--- config.mk ---
export PLATFORM = sky130hd
export DESIGN_NAME = cfg_intc
export DESIGN_NICKNAME = d
export VERILOG_FILES = /design/src/rtl/cfg_intc.sv
export SDC_FILE = /design/constraint.sdc
export NUM_CORES = 1
export LEC_CHECK = 0
export CAP_MARGIN = 25
export CORE_MARGIN = 1
export CORE_UTILIZATION = 41
export CTS_BUF_LIST = sky130_fd_sc_hd__clkbuf_8
export DETAILED_ROUTE_END_ITERATION = 7
export GPL_ROUTABILITY_DRIVEN = 0
export SLEW_MARGIN = 25
export SYNTH_ARGS = -nofsm -noshare
export SYNTH_HDL_FRONTEND = slang
export SYNTH_SLANG_ARGS = --single-unit
export TNS_END_PERCENT = 5
--- constraint.sdc ---
create_clock -name clk -period 2.7 [get_ports clk]
set_clock_uncertainty 0.2 [all_clocks]
set_input_delay 0.54 -clock clk [delete_from_list [all_inputs] [get_ports clk]]
set_output_delay 0.54 -clock clk [all_outputs]
set_load 0.01 [all_outputs]
--- src/rtl/cfg_intc.sv ---
module cfg_intc #(
  parameter int NSRC        = 32,
  parameter int SYNC_STAGES = 2,
  parameter int AW          = 3
) (
  input  logic            clk,
  input  logic            rst_n,
  input  logic [NSRC-1:0] src_i,
  input  logic [AW-1:0]   addr_i,
  input  logic            wr_en_i,
  input  logic [NSRC-1:0] wdata_i,
  output logic [NSRC-1:0] rdata_o,
  output logic            irq_o,
  output logic            fiq_o
);
  localparam logic [AW-1:0] IX_EN   = AW'(0);
  localparam logic [AW-1:0] IX_RAW  = AW'(1);
  localparam logic [AW-1:0] IX_STAT = AW'(2);
  localparam logic [AW-1:0] IX_POL  = AW'(3);
  localparam logic [AW-1:0] IX_TYP  = AW'(4);
  localparam logic [AW-1:0] IX_RTE  = AW'(5);

  logic [NSRC-1:0] sync_q [SYNC_STAGES];
  logic [NSRC-1:0] prev_q, edge_q;
  logic [NSRC-1:0] en_q, pol_q, typ_q, rte_q;
  logic [NSRC-1:0] src_s, lvl_hit, edge_ev, ack_v, raw_v, stat_v;

  always_ff @(posedge clk) begin
    if (!rst_n) begin
      for (int i = 0; i < SYNC_STAGES; i++) sync_q[i] <= '0;
      prev_q <= '0;
    end else begin
      sync_q[0] <= src_i;
      for (int i = 1; i < SYNC_STAGES; i++) sync_q[i] <= sync_q[i-1];
      prev_q <= sync_q[SYNC_STAGES-1];
    end
  end

  assign src_s   = sync_q[SYNC_STAGES-1];
  assign lvl_hit = ~(src_s ^ pol_q);
  assign edge_ev = (src_s & ~prev_q & pol_q) | (~src_s & prev_q & ~pol_q);
  assign ack_v   = (wr_en_i && addr_i == IX_RAW) ? wdata_i : '0;
  assign raw_v   = (typ_q & edge_q) | (~typ_q & lvl_hit);
  assign stat_v  = raw_v & en_q;
  assign irq_o   = |(stat_v & ~rte_q);
  assign fiq_o   = |(stat_v & rte_q);

  always_ff @(posedge clk) begin
    if (!rst_n) begin
      edge_q <= '0;
      en_q   <= '0;
      pol_q  <= '0;
      typ_q  <= '0;
      rte_q  <= '0;
    end else begin
      edge_q <= typ_q & (edge_ev | (edge_q & ~ack_v));
      if (wr_en_i) begin
        case (addr_i)
          IX_EN:   en_q  <= wdata_i;
          IX_POL:  pol_q <= wdata_i;
          IX_TYP:  typ_q <= wdata_i;
          IX_RTE:  rte_q <= wdata_i;
          default: ;
        endcase
      end
    end
  end

  always_comb begin
    case (addr_i)
      IX_EN:   rdata_o = en_q;
      IX_RAW:  rdata_o = raw_v;
      IX_STAT: rdata_o = stat_v;
      IX_POL:  rdata_o = pol_q;
      IX_TYP:  rdata_o = typ_q;
      IX_RTE:  rdata_o = rte_q;
      default: rdata_o = '0;
    endcase
  end

  AST_IRQ_SOURCE: assert property (@(posedge clk) disable iff (!rst_n)
    irq_o |-> ((en_q & ~rte_q) != '0));
  AST_FIQ_SOURCE: assert property (@(posedge clk) disable iff (!rst_n)
    fiq_o |-> ((en_q & rte_q) != '0));
  AST_EDGE_HOLD: assert property (@(posedge clk) disable iff (!rst_n)
    1'b1 |=> (($past(edge_q & typ_q & ~ack_v) & typ_q & ~edge_q) == '0));
  AST_STAT_RO: assert property (@(posedge clk) disable iff (!rst_n)
    (wr_en_i && addr_i == IX_STAT) |=> ($stable(en_q) && $stable(pol_q) && $stable(typ_q) && $stable(rte_q)));
  AST_LEVEL_NO_LATCH: assert property (@(posedge clk) disable iff (!rst_n)
    1'b1 |=> ((edge_q & ~$past(typ_q)) == '0));
endmodule

==> flow_summary.yaml <==
status:
  status: "finished with violations"
  violations: "setup timing"
power_and_ir_drop:
  p_leak_uw: 0.00711
  p_per_area_nw_per_um2: 503
  peakVddDrop_v: 0.000300
cells_and_area:
  drive_gt1_share_pct: 25.9
  nets: 1881
  antenna_cells: 0
  final_cells: 2231
  syn_to_final_growth_pct: 39.7
worst_setup_path:
  cp.required_ns: 1.96
  arrival_ns: 2.45
  rr_startpoint: "edge_q[31]"
  start_kind: "flip-flop"
  crit_slowest_cell: "or4_4"
  critPathTopFamily: "simple AND/OR/NAND/NOR gates"
  worstSetupPathType: "reg -> out"
  crit_path_max_fanout: 4
  cp_num_buf_inv: 1
  critPathCaptureType: "primary output"
  crit_path_start: "sync_q[0][34]"
  critPathMaxStageDelay_ns: 0.47
  path_cells: "xnor2_1, and4b_1, a2111oi_4, nand4_1, or4_4, buf_6"
cts:
  clkLatencyLatePin_ns: 0.55
  cts_tree: "built"
  cts_buffer_depth: 3
  clkTransAtPathRegs_ns: 0.06
  cts_buffers: 47
  htree_levels: 2
  root_buffer: "clkbuf_8"
  cts_sinks: 256
sta:
  whs_ns: 0.227
  fmax_mhz: 314
  relSlewSlack_pct: 44.5
  drv_slew: 0
  layout_min_cycle_time_ns: 3.19
  fin_ws_ns: -0.489
  finalSetupViolations: 8
  tightest_slew_ns: 0.820
  period_share_pct: 118
  hold_viol_final: 0
  tns_ns: -1.32
  rsz0062_at_grt: "yes"
detailed_routing:
  routed_wl_mm: 44.8
  vias: 12406
  ant_nets: 0
  routed_via_density: 5.56
  wl_per_cell_um: 20.1
  dr.pass1.iters: 5
  drcViolationCount: 0
  drt_iter0_drc: 1162
global_routing:
  grtUsageTotal_pct: 29.3
  overflow: 0
  grt_max_degree: 61
  antenna_found_initial: 0
  grt_pass1_wl_mm: 69.5
  grt_pass1_vias: 12253
die:
  die_w_um: 175
  dieArea_sq_um: 30800
  coreArea_sq_um: 29600
  num_io_pins: 104
  fp-row-count: 63
  initial_core_util_pct: 41.6
  die_h_um: 175
logic_synthesis:
  async_flop_share_pct: 0
  ys_warn_count: 0
  yosysUniqueCellTypes: 50
  ys_seq_area_share_pct: 41.6
  synth_edf_count: 0
  ys_ff_latch: 256
  synth_ff_type: "dfxtp_1"
  syn_avg_cell_area_sq_um: 8.37
  postSynthCellCount: 1473
  syn_area_sq_um: 12300
  syn_nets: 1543
placed_design:
  hpwl_mm: 31.9
  place_inst: 2154
  portBuffers: 103
hold_path:
  min-delay-start: "rst_n"
  hp-class: "in -> reg"
job:
  max-cap-violations: 0
cell usage after synthesis (4+ instances only):
cell type | number | area [sq um]
and4b_1 | 5 | 50.1
dfxtp_1 | 256 | 5120
nand4b_1 | 13 | 114
nor4_1 | 10 | 62.6
buf_2 | 12 | 60.1
o221ai_1 | 20 | 175
clkbuf_1 | 93 | 349
xnor2_1 | 6 | 52.6
o2111ai_1 | 4 | 35.0
o211ai_1 | 15 | 113
a2111oi_0 | 6 | 52.6
buf_1 | 4 | 15.0
mux2i_1 | 37 | 370
a32oi_1 | 14 | 123
o22ai_1 | 10 | 62.6
and2_1 | 101 | 632
xor2_1 | 25 | 219
a21boi_0 | 152 | 1140
a21oi_1 | 18 | 90.1
nor2_1 | 55 | 206
a21boi_1 | 8 | 60.1
nor3_1 | 15 | 75.1
nand3_1 | 20 | 100
o22a_1 | 13 | 114
nor4b_1 | 20 | 175
a22oi_1 | 21 | 158
nor3b_1 | 40 | 300
o311a_1 | 32 | 320
a21o_1 | 4 | 30.0
nand4_1 | 31 | 194
o21ai_0 | 35 | 175
inv_1 | 11 | 41.3
and3_1 | 7 | 43.8
nand2_1 | 339 | 1270
worst reg2reg max path, delay by kind of cell, from the launching register on:
family,cells,cell delay [ns]
AOI/OAI and AO/OA,2,0.48
DFF,1,0.33
buffers and inverters,1,0.14
layout by cell type, fill, tap and decap left out, types with 17 or more instances in the layout:
master and n:
nand2_1 339, buf_4 274, dfxtp_1 230, a21boi_0 152
and2_1 100, clkdlybuf4s50_1 65, clkbuf_8 54, nor2_1 53
mux2i_1 37, nor3b_1 35, o311a_1 32, inv_1 31
nand4_1 31, o21ai_0 28, dfxtp_2 23, nand3_1 19
a21oi_1 18, nor4b_1 17
state kept, by name, summed over array words and instances, names as in the netlist:
signal and count:
sync_q 64, edge_q 32, en_q 32, pol_q 32, prev_q 32, rte_q 32, typ_q 32
power by group:
part	switching, uW	total [uW]	internal, uW	leakage [uW]
Clock	1620	3700	2090	0.000541
Sequential	71.7	3950	3880	0.00210
Combinational	514	1000	487	0.00447
Total	2200	8660	6450	0.00711
per-stage QoR:
step	instance area [sq um]	setup slack, ns	utilization [%]	power (uW)
2_1_floorplan	12300	0.118	-	4410
3_3_place_gp	15900	-0.735	53.5	4970
3_5_place_dp	15900	-0.745	53.5	4980
4_1_cts	17100	-0.507	57.7	8710
5_1_grt	17200	-0.561	58.1	8990
6_report	17200	-0.489	58.1	8660
repair_timing:
item	in CTS	in global routing
setup endpoints to repair	34	32
setup buffers	1	0
hold endpoints to repair	0	0
pin swaps	37	20
resized for setup	175	58
hold buffers	0	0
logic make-up after synthesis:
| family | count (synthesis) | share of synthesized area [%] |
|---|---|---|
| AND/OR/NAND/NOR | 667 | 26.9 |
| buffers and inverters | 121 | 3.82 |
| flip-flops | 256 | 41.6 |
| AO/OA/AOI/OAI | 359 | 22.3 |
| multiplexers | 38 | 3.10 |
| XOR/XNOR | 32 | 2.33 |
final timing paths:
check | end | depth (start not counted) | slack (ns)
worst max-delay path | fiq_o | 6 | -0.49
worst min-delay path | edge_q[30] | 2 | 0.23
worst max register to register | edge_q[31] | 3 | 1.44
worst min register to register | sync_q[0][45] | 1 | 0.23
final cells by class:
type	instances	area (sq um)
clock inverter	25	178
timing repair buffer	399	3370
clock buffer	54	743
fill	2722	12400
inverter	11	41.3
multi-input combinational	1096	7240
sequential	256	5160
tap	390	488
routing by layer:
| layer | GRT usage (%) | share of wire (%) | wire length (um) | vias to the layer above |
|---|---|---|---|---|
| met5 | 0 | 0 | 0 | - |
| met4 | 12.7 | 4.1 | 1850 | 0 |
| met3 | 4.57 | 7.0 | 3130 | 117 |
| met2 | 47.5 | 45 | 20100 | 459 |
| met1 | 38.5 | 44 | 19700 | 5930 |
| li1 | - | - | - | 5900 |
(Power assumes the default switching activity.)
